File: config.mk
export PLATFORM = sky130hd
export DESIGN_NAME = fifo_ram_ctrl
export DESIGN_NICKNAME = d
export VERILOG_FILES = /design/src/rtl/fifo_ram_pkg.sv /design/src/rtl/fifo_addr_map.sv /design/src/rtl/fifo_ram_arb.sv /design/src/rtl/fifo_rd_return.sv /design/src/rtl/fifo_ram_ctrl.sv
export SDC_FILE = /design/constraint.sdc
export NUM_CORES = 1
export LEC_CHECK = 0
export ABC_AREA = 1
export CAP_MARGIN = 20
export CORE_MARGIN = 4
export CORE_UTILIZATION = 60
export DETAILED_ROUTE_END_ITERATION = 16
export DONT_BUFFER_PORTS = 1
export PLACE_DENSITY = 0.83
export SLEW_MARGIN = 20
export SYNTH_ARGS = -nofsm -noshare
export SYNTH_HDL_FRONTEND = slang
export SYNTH_SLANG_ARGS = --single-unit
File: constraint.sdc
create_clock -name clk -period 1.97 [get_ports clk]
set_clock_uncertainty 0.05 [all_clocks]
set_input_delay 0.0985 -clock clk [delete_from_list [all_inputs] [get_ports clk]]
set_output_delay 0.0985 -clock clk [all_outputs]
set_load 0.005 [all_outputs]
File: src/rtl/fifo_ram_pkg.sv
package fifo_ram_pkg;
  localparam int DATA_W = 8;
  localparam int PTR_W  = 3;
  localparam int EP_W   = 2;
  localparam int MAX_EP = 2;
  localparam int LUT_N  = 2 ** (EP_W + 1);

  typedef enum logic [1:0] {SRC_NONE, SRC_USB, SRC_HELD, SRC_CPU} src_e;

  // Region index for an endpoint/direction, or -1 when not configured.
  function automatic int region_of(int ep, int is_in, int n_in, int n_out, int shared);
    int  base;
    int  result;
    bit  has_in;
    bit  has_out;
    base   = 1;
    result = (ep == 0) ? 0 : -1;
    for (int k = 1; k <= MAX_EP; k++) begin
      has_in  = (k <= n_in);
      has_out = (k <= n_out);
      if (k == ep) begin
        if (is_in != 0) result = has_in ? base : -1;
        else if (has_out) result = (shared != 0 && has_in) ? base : base + (has_in ? 1 : 0);
      end
      base = base + (has_in ? 1 : 0) + (has_out ? 1 : 0)
                  - ((shared != 0 && has_in && has_out) ? 1 : 0);
    end
    return result;
  endfunction

  function automatic int region_count(int n_in, int n_out, int shared);
    int  base;
    bit  has_in;
    bit  has_out;
    base = 1;
    for (int k = 1; k <= MAX_EP; k++) begin
      has_in  = (k <= n_in);
      has_out = (k <= n_out);
      base = base + (has_in ? 1 : 0) + (has_out ? 1 : 0)
                  - ((shared != 0 && has_in && has_out) ? 1 : 0);
    end
    return base;
  endfunction
endpackage

File: src/rtl/fifo_addr_map.sv
module fifo_addr_map import fifo_ram_pkg::*; #(
  parameter  int N_IN   = 2,
  parameter  int N_OUT  = 2,
  parameter  int SHARED = 0,
  localparam int RW     = $clog2(region_count(N_IN, N_OUT, SHARED)),
  localparam int AW     = RW + PTR_W
) (
  input  logic [EP_W-1:0]  ep,
  input  logic             is_in,
  input  logic [PTR_W-1:0] ptr,
  output logic [AW-1:0]    addr,
  output logic             hit
);
  logic [RW-1:0]    base_lut [LUT_N];
  logic [LUT_N-1:0] hit_lut;

  for (genvar i = 0; i < LUT_N; i++) begin : g_lut
    localparam int R = region_of(i / 2, i % 2, N_IN, N_OUT, SHARED);
    assign base_lut[i] = RW'((R < 0) ? 0 : R);
    assign hit_lut[i]  = (R >= 0);
  end

  logic [EP_W:0] sel;
  assign sel  = {ep, is_in};
  assign addr = {base_lut[sel], ptr};
  assign hit  = hit_lut[sel];
endmodule

File: src/rtl/fifo_ram_arb.sv
module fifo_ram_arb import fifo_ram_pkg::*; #(
  parameter int AW = 6
) (
  input  logic              clk,
  input  logic              rst,
  input  logic              usb_go,
  input  logic [AW-1:0]     usb_addr,
  input  logic              usb_we,
  input  logic [DATA_W-1:0] usb_wdata,
  input  logic              cpu_go,
  input  logic [AW-1:0]     cpu_addr,
  input  logic              cpu_we,
  input  logic [DATA_W-1:0] cpu_wdata,
  output logic              ram_nce,
  output logic              ram_nwr,
  output logic [AW-1:0]     ram_addr,
  output logic [DATA_W-1:0] ram_wdata,
  output logic              cpu_wait,
  output logic              tag_rd,
  output logic              tag_cpu
);
  logic [AW-1:0]     held_addr;
  logic              held_we;
  logic [DATA_W-1:0] held_wdata;
  logic              cpu_fresh;
  src_e              src;
  logic [AW-1:0]     sel_addr;
  logic              sel_we;
  logic [DATA_W-1:0] sel_wdata;

  assign cpu_fresh = cpu_go && !cpu_wait;

  always_comb begin
    if (usb_go)         src = SRC_USB;
    else if (cpu_wait)  src = SRC_HELD;
    else if (cpu_fresh) src = SRC_CPU;
    else                src = SRC_NONE;
    case (src)
      SRC_USB:  begin sel_addr = usb_addr;  sel_we = usb_we;  sel_wdata = usb_wdata;  end
      SRC_HELD: begin sel_addr = held_addr; sel_we = held_we; sel_wdata = held_wdata; end
      SRC_CPU:  begin sel_addr = cpu_addr;  sel_we = cpu_we;  sel_wdata = cpu_wdata;  end
      default:  begin sel_addr = '0;        sel_we = 1'b0;    sel_wdata = '0;         end
    endcase
  end

  always_ff @(posedge clk) begin
    if (rst) begin
      ram_nce    <= 1'b1;
      ram_nwr    <= 1'b1;
      ram_addr   <= '0;
      ram_wdata  <= '0;
      tag_rd     <= 1'b0;
      tag_cpu    <= 1'b0;
      cpu_wait   <= 1'b0;
      held_addr  <= '0;
      held_we    <= 1'b0;
      held_wdata <= '0;
    end else begin
      ram_nce   <= (src == SRC_NONE);
      ram_nwr   <= !((src != SRC_NONE) && sel_we);
      ram_addr  <= sel_addr;
      ram_wdata <= sel_wdata;
      tag_rd    <= (src != SRC_NONE) && !sel_we;
      tag_cpu   <= (src == SRC_HELD) || (src == SRC_CPU);
      if (usb_go && cpu_fresh) begin
        cpu_wait   <= 1'b1;
        held_addr  <= cpu_addr;
        held_we    <= cpu_we;
        held_wdata <= cpu_wdata;
      end else if (src == SRC_HELD) begin
        cpu_wait <= 1'b0;
      end
    end
  end

  p_usb_first_r6: assert property (@(posedge clk) disable iff (rst)
    usb_go |=> (!ram_nce && ram_addr == $past(usb_addr)));
  p_clash_parks_r6: assert property (@(posedge clk) disable iff (rst)
    (usb_go && cpu_go && !cpu_wait) |=> cpu_wait);
  p_held_served_r6: assert property (@(posedge clk) disable iff (rst)
    (cpu_wait && !usb_go) |=> (!cpu_wait && !ram_nce && ram_addr == $past(held_addr)));
  p_idle_no_cycle_r4: assert property (@(posedge clk) disable iff (rst)
    (!usb_go && !cpu_wait && !cpu_go) |=> ram_nce);
  p_write_in_cycle_r5: assert property (@(posedge clk) disable iff (rst)
    !ram_nwr |-> !ram_nce);
endmodule

File: src/rtl/fifo_rd_return.sv
module fifo_rd_return import fifo_ram_pkg::*; (
  input  logic              clk,
  input  logic              rst,
  input  logic              tag_rd,
  input  logic              tag_cpu,
  input  logic [DATA_W-1:0] ram_rdata,
  output logic [DATA_W-1:0] usb_rdata,
  output logic              usb_rvalid,
  output logic [DATA_W-1:0] cpu_rdata,
  output logic              cpu_rvalid
);
  logic stg_rd;
  logic stg_cpu;

  always_ff @(posedge clk) begin
    if (rst) begin
      stg_rd     <= 1'b0;
      stg_cpu    <= 1'b0;
      usb_rvalid <= 1'b0;
      cpu_rvalid <= 1'b0;
      usb_rdata  <= '0;
      cpu_rdata  <= '0;
    end else begin
      stg_rd     <= tag_rd;
      stg_cpu    <= tag_cpu;
      usb_rvalid <= stg_rd && !stg_cpu;
      cpu_rvalid <= stg_rd && stg_cpu;
      if (stg_rd && !stg_cpu) usb_rdata <= ram_rdata;
      if (stg_rd && stg_cpu)  cpu_rdata <= ram_rdata;
    end
  end
endmodule

File: src/rtl/fifo_ram_ctrl.sv
module fifo_ram_ctrl import fifo_ram_pkg::*; #(
  parameter  int N_IN   = 2,
  parameter  int N_OUT  = 2,
  parameter  int SHARED = 0,
  localparam int RAM_AW = $clog2(region_count(N_IN, N_OUT, SHARED)) + PTR_W
) (
  input  logic              clk,
  input  logic              rst,
  input  logic              usb_req,
  input  logic [EP_W-1:0]   usb_ep,
  input  logic              usb_in,
  input  logic [PTR_W-1:0]  usb_ptr,
  input  logic              usb_we,
  input  logic [DATA_W-1:0] usb_wdata,
  output logic [DATA_W-1:0] usb_rdata,
  output logic              usb_rvalid,
  input  logic              cpu_req,
  input  logic [EP_W-1:0]   cpu_ep,
  input  logic              cpu_in,
  input  logic [PTR_W-1:0]  cpu_ptr,
  input  logic              cpu_we,
  input  logic [DATA_W-1:0] cpu_wdata,
  output logic [DATA_W-1:0] cpu_rdata,
  output logic              cpu_rvalid,
  output logic              cpu_wait,
  output logic              ram_nce,
  output logic              ram_nwr,
  output logic [RAM_AW-1:0] ram_addr,
  output logic [DATA_W-1:0] ram_wdata,
  input  logic [DATA_W-1:0] ram_rdata
);
  logic [RAM_AW-1:0] usb_addr;
  logic [RAM_AW-1:0] cpu_addr;
  logic              usb_hit;
  logic              cpu_hit;
  logic              tag_rd;
  logic              tag_cpu;

  fifo_addr_map #(.N_IN(N_IN), .N_OUT(N_OUT), .SHARED(SHARED)) u_map_usb (
    .ep(usb_ep), .is_in(usb_in), .ptr(usb_ptr), .addr(usb_addr), .hit(usb_hit));

  fifo_addr_map #(.N_IN(N_IN), .N_OUT(N_OUT), .SHARED(SHARED)) u_map_cpu (
    .ep(cpu_ep), .is_in(cpu_in), .ptr(cpu_ptr), .addr(cpu_addr), .hit(cpu_hit));

  fifo_ram_arb #(.AW(RAM_AW)) u_arb (
    .clk(clk), .rst(rst),
    .usb_go(usb_req && usb_hit), .usb_addr(usb_addr), .usb_we(usb_we), .usb_wdata(usb_wdata),
    .cpu_go(cpu_req && cpu_hit), .cpu_addr(cpu_addr), .cpu_we(cpu_we), .cpu_wdata(cpu_wdata),
    .ram_nce(ram_nce), .ram_nwr(ram_nwr), .ram_addr(ram_addr), .ram_wdata(ram_wdata),
    .cpu_wait(cpu_wait), .tag_rd(tag_rd), .tag_cpu(tag_cpu));

  fifo_rd_return u_ret (
    .clk(clk), .rst(rst), .tag_rd(tag_rd), .tag_cpu(tag_cpu), .ram_rdata(ram_rdata),
    .usb_rdata(usb_rdata), .usb_rvalid(usb_rvalid),
    .cpu_rdata(cpu_rdata), .cpu_rvalid(cpu_rvalid));

  p_return_after_read_r8: assert property (@(posedge clk) disable iff (rst)
    (usb_rvalid || cpu_rvalid) |-> $past(!ram_nce && ram_nwr, 2));
  p_single_return_r8: assert property (@(posedge clk) disable iff (rst)
    !(usb_rvalid && cpu_rvalid));
  p_reset_idle_r9: assert property (@(posedge clk)
    $past(rst) |-> (ram_nce && ram_nwr && !cpu_wait && !usb_rvalid && !cpu_rvalid));
endmodule

**Word level (Yosys, flattened, before mapping)**

Memory sizes are Yosys's and may differ from the RTL's.
Cells that the tools add are included.

- Register bits after elaboration: 54
- Bits in read-only memories: 64
- Input port bits: 42
- Output and inout bits: 35
- Logic and storage cells: 59
- Memories: 4

- Order comparisons: 4
- Equal/unequal tests: 3
- Mux-type cells: 14
- Bitwise logic cells: 2
- Reduce and logical (&&, ||, !) cells: 16

Memories:

| memory | depth | width | rd ports | clocked after Yosys merged registers in | wr ports | line | text |
|---|---|---|---|---|---|---|---|
| (name not given) | 8 | 3 | 1 | 0 | 0 | fifo_addr_map.sv:25 | `assign addr = {base_lut[sel], ptr};` |
| (name not given) | 8 | 3 | 1 | 0 | 0 | fifo_addr_map.sv:25 |  |
| (name not given) | 8 | 1 | 1 | 0 | 0 | fifo_addr_map.sv:26 | `assign hit = hit_lut[sel];` |
| (name not given) | 8 | 1 | 1 | 0 | 0 | fifo_addr_map.sv:26 |  |

Operator list:

| operator | count |
|---|---|
| $pmux W8 S3 | 1 |
| $pmux W6 S3 | 1 |
| $mux W3 | 4 |
| $ge A4 B4 Y1 const B | 2 |
| $logic_and A1 B1 Y1 | 8 |
| $lt A3 B4 Y1 const B | 2 |
| $not A3 Y4 | 2 |
| $mux W2 | 3 |
| $eq A2 B2 Y1 const B | 2 |
| $logic_not A1 Y1 | 4 |
| $mux W1 | 4 |
| $reduce_bool A2 Y1 | 2 |
| $pmux W1 S3 | 1 |
| $eq A2 B1 Y1 const B | 1 |
| $logic_not A2 Y1 | 1 |
| $logic_or A1 B1 Y1 | 1 |

**Longest topological paths before layout**

Gate-level depths: netlist of run 1.

- Depth after elaboration: 11
- Depth in mapped cells: 8

**Cells and area by module**

Synthesis of run 1 repeated with hierarchy kept, for this count alone.

- Cell total of the unflattened synthesis: 329
- Area total of the unflattened synthesis: 2590.0 µm²

By module, submodules not included:

| module | instances | cells each | area each (µm²) | sequential area each (µm²) |
|---|---|---|---|---|
| fifo_ram_arb | 1 | 200 | 1674.1 | 680.7 |
| fifo_rd_return | 1 | 99 | 770.7 | 400.4 |
| fifo_addr_map | 2 | 13 | 65.1 | 0.0 |
| fifo_ram_ctrl | 1 | 4 | 15.0 | 0.0 |

**Least setup slack after synthesis of run 1**

Ideal clock, no wire load.

- Kind: reg2reg
- From: register u_arb.cpu_wait
- To: register u_arb.held_addr[5]
- Library setup time: 0.116 ns
- Data arrival time: 1.088 ns
- Data required time: 1.804 ns
- Setup slack: 0.716 ns
- Cell stages (with the launch flop): 9
- Cells stage by stage: dfxtp_1 -> buf_2 -> inv_2 -> nand3_4 -> nor2_4 -> inv_2 -> buf_6 -> nor2_1 -> nor2_1

- Word-level cells in the longest chain between the ends: 3

Ends and longest elaborated chain:

| item | line | text |
|---|---|---|
| start: declaration | fifo_ram_arb.sv:18 | `output logic cpu_wait,` |
| start signal: assignment | fifo_ram_arb.sv:54 | `cpu_wait <= 1'b0;` |
| start signal: assignment | fifo_ram_arb.sv:66 | `cpu_wait <= 1'b1;` |
| start signal: assignment | fifo_ram_arb.sv:71 | `cpu_wait <= 1'b0;` |
| $logic_not A1 Y1 | fifo_ram_arb.sv:31 | `assign cpu_fresh = cpu_go && !cpu_wait;` |
| $logic_and A1 B1 Y1 | fifo_ram_arb.sv:31 |  |
| $logic_and A1 B1 Y1 | fifo_ram_arb.sv:65 | `if (usb_go && cpu_fresh) begin` |
| end signal: assignment | fifo_ram_arb.sv:67 | `held_addr <= cpu_addr;` |
| end: declaration | fifo_ram_arb.sv:22 | `logic [AW-1:0] held_addr;` |

Every way passes these cells.
A chain may end at the register's enable or synchronous reset.

**Final worst setup path of run 1**

- From: input rst
- To: register u_arb.ram_addr[2]

RTL lines:

| item | line | text |
|---|---|---|
| start: declaration | fifo_ram_ctrl.sv:8 | `input logic rst,` |
| end signal: assignment | fifo_ram_arb.sv:61 | `ram_addr <= sel_addr;` |
| end: declaration | fifo_ram_arb.sv:16 | `output logic [AW-1:0] ram_addr,` |

No word-level cell between the ends.

==> flow_summary.ini, run 1 <==
[run_status]
status = completed

[floorplan]
die_w_um = 68.9
core-area_mm2 = 0.00347
die_area_mm2 = 0.00475
start_util_pct = 64.1
ios = 77
chipHeight_um = 68.9
rows = 21

[finish]
syn2layout_area_growth_pct = 21.0
nNetsFinal = 375
fillers = 256
regArea_mm2 = 0.00108
multi_input_area_um2 = 941
drive_gt1_share_pct = 9.58
diodes = 0

[detailed_routing]
viasPerCell = 5.13
dr.pass1.iters = 4
ant_nets = 0
dr_total_vias = 1950
routedWlPerCell_um = 13.3
drc = 0
drtIter0Drc = 84
drt_wl_total_um = 5050

[synthesis]
syn_inst = 302
synth_seq_cells = 54
synth_cell_type_count = 23
avgSynthCellArea_um2 = 7.37
yosysSeqAreaShare_pct = 48.6
yosysWarnings = 0
syn_nets = 344
synth.cell_area_mm2 = 0.00222

[clock_tree]
clk_latency_ns = 0.30
numCtsBuffers = 5
clk_path_buf_depth = 2
h-tree-depth = 2
clk_root_buffer_cell = clkbuf_8
cts_tree = done
numClockSinks = 54
clk_pin_slew_ns = 0.09

[grt]
antenna_found_initial = 0
grt_pass1_wl_um = 7810
grt_max_degree = 25
grt_usage_pct = 22.1
grt_pass1_vias = 1704
grt-ovfl-total = 0

[critical_path]
start_kind = primary input
endpoint_kind = register
arrival_ns = 1.96
critPathMaxFanout = 18
cp.required_ns = 2.11
critPathKind = primary input to register

[placement]
pre_cts_ws_ns = 0.655
gp_congestion = 0.779
dp_hpwl_um = 3380
io_buffer_count = 0

[sta]
rsz0062_at_grt = no
setup_viol = 0
fin_crit_sh_pct = 92.1
timing.fmax_mhz = 551
worstMarginPinSlew_ns = 0.958
finalSetupTns_ns = 0
hold_viol = 0
finalMaxSlewViolations = 0
min_period_ns = 1.81
slew_headroom_pct = 35.9
worst_slack_ns = 0.155
holdWs_ns = 0.000907

[run]
cap_violations = 0

[power]
cellPowerDensity_mw_per_mm2 = 847
power_leakage_nw = 1.23
ir_drop_mv = 0.541

[hold_path]
hold_class = primary input to register
## state kept, by name (all words and copies together) (netlist names)
register / flops
u_arb.cpu_wait: 1
u_arb.held_addr: 6
u_arb.held_wdata: 8
u_arb.held_we: 1
u_arb.ram_addr: 6
u_arb.ram_nce: 1
u_arb.ram_nwr: 1
u_arb.ram_wdata: 8
u_arb.tag_cpu: 1
u_arb.tag_rd: 1
u_ret.cpu_rdata: 8
u_ret.cpu_rvalid: 1
u_ret.stg_cpu: 1
u_ret.stg_rd: 1
u_ret.usb_rdata: 8
u_ret.usb_rvalid: 1
## per-layer routing
| metal | global-route usage, % | up-vias | part of all wire, % |
|---|---|---|---|
| li1 | - | 997 | - |
| met1 | 26.2 | 873 | 41 |
| met2 | 37.4 | 74 | 49 |
| met3 | 8.43 | 6 | 9.6 |
| met4 | 5.60 | 0 | 0.46 |
| met5 | 0 | - | 0 |
## layout by cell type (no fill, tap or decap)
master | netlist | routed
bufinv_16 | 0 | 2
inv_1 | 27 | 27
inv_2 | 2 | 2
a21oi_2 | 10 | 10
nor3_1 | 1 | 1
nand2_2 | 4 | 4
nor2_1 | 76 | 76
nand3_4 | 1 | 1
buf_4 | 3 | 3
clkinv_4 | 0 | 1
inv_6 | 1 | 1
nand3_1 | 16 | 16
dlygate4sd3_1 | 0 | 33
nand2_1 | 58 | 58
clkinv_1 | 1 | 1
nor2_8 | 1 | 1
nand2_4 | 1 | 1
o21ai_0 | 32 | 32
clkbuf_8 | 0 | 5
a21oi_1 | 4 | 4
nor2_4 | 1 | 1
dfxtp_1 | 54 | 54
## stage by stage
step	total power, mW	std cells	utilization (%)	cell area [um2]
global route	2.38	380	77.6	2690
CTS	2.29	380	77.6	2690
detailed placement	1.37	339	64.1	2220
global placement	1.37	339	64.1	2220
floorplan	1.35	302	-	2220
finish	2.28	380	77.6	2690
## critical path, cell delays in order
cell and delay, ns:
dlygate4sd3_1 1.16, a21oi_1 0.09, dlygate4sd3_1 0.60
## repair_timing
| item | CTS | global route |
|---|---|---|
| endpoints found under the hold margin | 49 | 0 |
| setup buffers | 0 | 0 |
| hold buffers | 33 | 0 |
| gates resized for setup | 0 | 0 |
## Yosys cell counts (all sizes together)
library cell	count	area [um2]
nand3	17	97.6
clkinv	1	3.75
clkbuf	3	12.5
o21ai	32	160
nor2	78	317
inv	30	118
buf	9	68.8
nand2	63	254
nor3	1	5.00
dfxtp	54	1080
a21oi	14	108
## final cells by class
class | count | area share (%)
clock buffer | 5 | 2.56
clock inverter | 3 | 2.56
inverter | 31 | 4.51
multi-input combinational | 205 | 35.0
sequential | 54 | 40.2
tap | 46 | 2.14
timing repair buffer | 36 | 13.1
## cell families (layout without fill, tap and decap cells)
group / after synthesis / after routing / synth area share (%)
and+or+nand+nor: 159 / 159 / 30.3
DFF: 54 / 54 / 48.6
buffers and inverters: 43 / 75 / 9.11
AOI/OAI and AO/OA: 46 / 46 / 12.0
## report_power, final
part	internal [mW]	leakage [nW]	switching [mW]
combinational	0.102	0.715	0.138
clock	0.509	0.0683	0.353
sequential	1.15	0.442	0.0303
## final timing paths
path / end / cells after the start / start / slack [ns]
max: u_arb.ram_addr[2]$_SDFF_PP0_ / 3 / rst / 0.16
min: u_arb.cpu_wait$_SDFFE_PP0P_ / 4 / cpu_req / 0.0009
max reg2reg: u_arb.ram_wdata[3]$_SDFF_PP0_ / 6 / u_arb.cpu_wait$_SDFFE_PP0P_ / 0.31
min reg2reg: u_ret.stg_rd$_SDFF_PP0_ / 2 / u_arb.tag_rd$_SDFF_PP0_ / 0.36
No activity file was read; power rests on OpenSTA's default activity.
==> run 2: changes to the inputs <==
==> constraint.sdc (replaced) <==
create_clock -name clk -period 1.97 [get_ports clk]
set_clock_uncertainty 0.05 [all_clocks]
set_input_delay 0.197 -clock clk [delete_from_list [all_inputs] [get_ports clk]]
set_output_delay 0.197 -clock clk [all_outputs]
set_load 0.01 [all_outputs]
==> flow_summary.ini, run 2 (synthesis results as in run 1) <==
[run_status]
status = completed

[detailed_routing]
ant_nets = 0
dr_total_vias = 1942
viasPerCell = 5.28
dr.pass1.iters = 4
drc = 0
drtIter0Drc = 84
routedWlPerCell_um = 14.1
drt_wl_total_um = 5180

[critical_path]
critPathBufInv = 2
arrival_ns = 1.96
start_kind = primary input
cpMaxStageDelayCell = dlygate4sd3_1
r2r_cells = 6
cp_top_family = buffers and inverters
max_stage_delay_ns = 1.14
cp.depth = 3
endpoint_kind = register
critPathMaxFanout = 18
cpMostUsedCell = dlygate4sd3_1
cp_cell_sequence = dlygate4sd3_1 > a21oi_2 > dlygate4sd3_1
critPathKind = primary input to register
cp.required_ns = 2.13

[power]
cellInternalPower_mw = 1.48
pwr-share-seq_pct = 59.2
combPwrFrac_pct = 11.1
p_switching_mw = 0.531
clkPwrFrac_pct = 29.7
switching_share_pct = 26.5
power_leakage_nw = 1.13
cellPowerDensity_mw_per_mm2 = 795
ir_drop_mv = 0.440

[clock_tree]
clk_root_buffer_cell = clkbuf_8
cts_resized = 0
h-tree-depth = 2
clk_pin_slew_ns = 0.10
clk_latency_ns = 0.31
numCtsBuffers = 5
clk_path_buf_depth = 2
cts_tree = done
numClockSinks = 54

[placement]
dp_hpwl_um = 3500
io_buffer_count = 0
gp_congestion = 0.785

[sta]
finalMaxSlewViolations = 0
hold_viol = 0
fin_crit_sh_pct = 91.7
setup_viol = 0
min_period_ns = 1.81
slew_headroom_pct = 38.1
finalSetupTns_ns = 0
holdWs_ns = 0.00172
rsz0062_at_grt = no
timing.fmax_mhz = 553
worstMarginPinSlew_ns = 0.926

[floorplan]
start_util_pct = 64.1
die_area_mm2 = 0.00475
die_w_um = 68.9
chipHeight_um = 68.9
rows = 21
ios = 77
core-area_mm2 = 0.00347

[finish]
final_cell_mix = 76 x nor2_1, 58 x nand2_1, 54 x dfxtp_1, 32 x o21ai_0, 27 x inv_1
drive_gt1_share_pct = 9.63
fillers = 284
diodes = 0
nNetsFinal = 364
regArea_mm2 = 0.00108
final_common_cell = nor2_1
multi_input_area_um2 = 941
syn2layout_area_growth_pct = 13.6

[grt]
grt_pass1_wl_um = 8110
grt_pass1_vias = 1751
antenna_found_initial = 0
grt-ovfl-total = 0
grt_usage_pct = 23.5
grt_max_degree = 21

[run]
cap_violations = 0

[hold_path]
hold_class = primary input to register
hold_depth = 2
==> run 2: cell type report <==
type	instances	share of cell area [%]
Clock buffer	5	2.72
Multi-Input combinational cell	205	37.2
Timing Repair Buffer	25	9.60
Tap cell	46	2.28
Inverter	31	4.80
Clock inverter	2	0.594
Sequential cell	54	42.8
==> run 2: final timing paths <==
check                                                  from                         endpoint  slack [ns]
worst max-delay path                                    rst    u_arb.ram_wdata[2]$_SDFF_PP0_        0.16
worst min register to register      u_arb.tag_rd$_SDFF_PP0_          u_ret.stg_rd$_SDFF_PP0_        0.36
worst max register to register  u_arb.cpu_wait$_SDFFE_PP0P_    u_arb.ram_wdata[2]$_SDFF_PP0_        0.27
worst min-delay path                           ram_rdata[6]  u_ret.cpu_rdata[6]$_SDFFE_PP0P_       0.002
==> run 2: worst reg2reg max path: cells and delay by family, from the launching register on <==
| kind | cells | cell delay, ns |
|---|---|---|
| buffers and inverters | 2 | 0.65 |
| flip-flops | 1 | 0.33 |
| AND/OR/NAND/NOR | 3 | 0.48 |
| AO/OA/AOI/OAI | 1 | 0.14 |
==> run 2: metrics by stage <==
stage	worst slack, ns	area [um2]	std cells	power (mW)	utilization [%]
2_1_floorplan	0.688	2220	302	1.36	-
6_report	0.163	2530	368	2.01	72.9
3_3_place_gp	0.703	2220	339	1.38	64.1
3_5_place_dp	0.652	2220	339	1.39	64.1
4_1_cts	0.176	2530	368	2.02	72.9
5_1_grt	0.122	2530	368	2.11	72.9
==> run 2: power groups by stage <==
stage / combinational [mW] / clock (mW) / sequential (mW)
after floorplan: 0.159 / 0 / 1.21
after global placement: 0.167 / 0 / 1.21
after detailed placement: 0.173 / 0 / 1.21
after CTS: 0.221 / 0.608 / 1.19
after global routing: 0.252 / 0.660 / 1.20
final: 0.224 / 0.596 / 1.19
==> run 2: metal layers <==
layer | GRT usage [%] | share of wire (%)
met2 | 35.8 | 46
met4 | 13.9 | 3.8
met5 | 0 | 0
met1 | 28.0 | 40
met3 | 8.75 | 10
==> run 2: what timing repair did <==
| action | CTS | global route |
|---|---|---|
| endpoints found under the hold margin | 40 | 0 |
| hold buffers | 22 | 0 |
| buffers inserted | 0 | 0 |
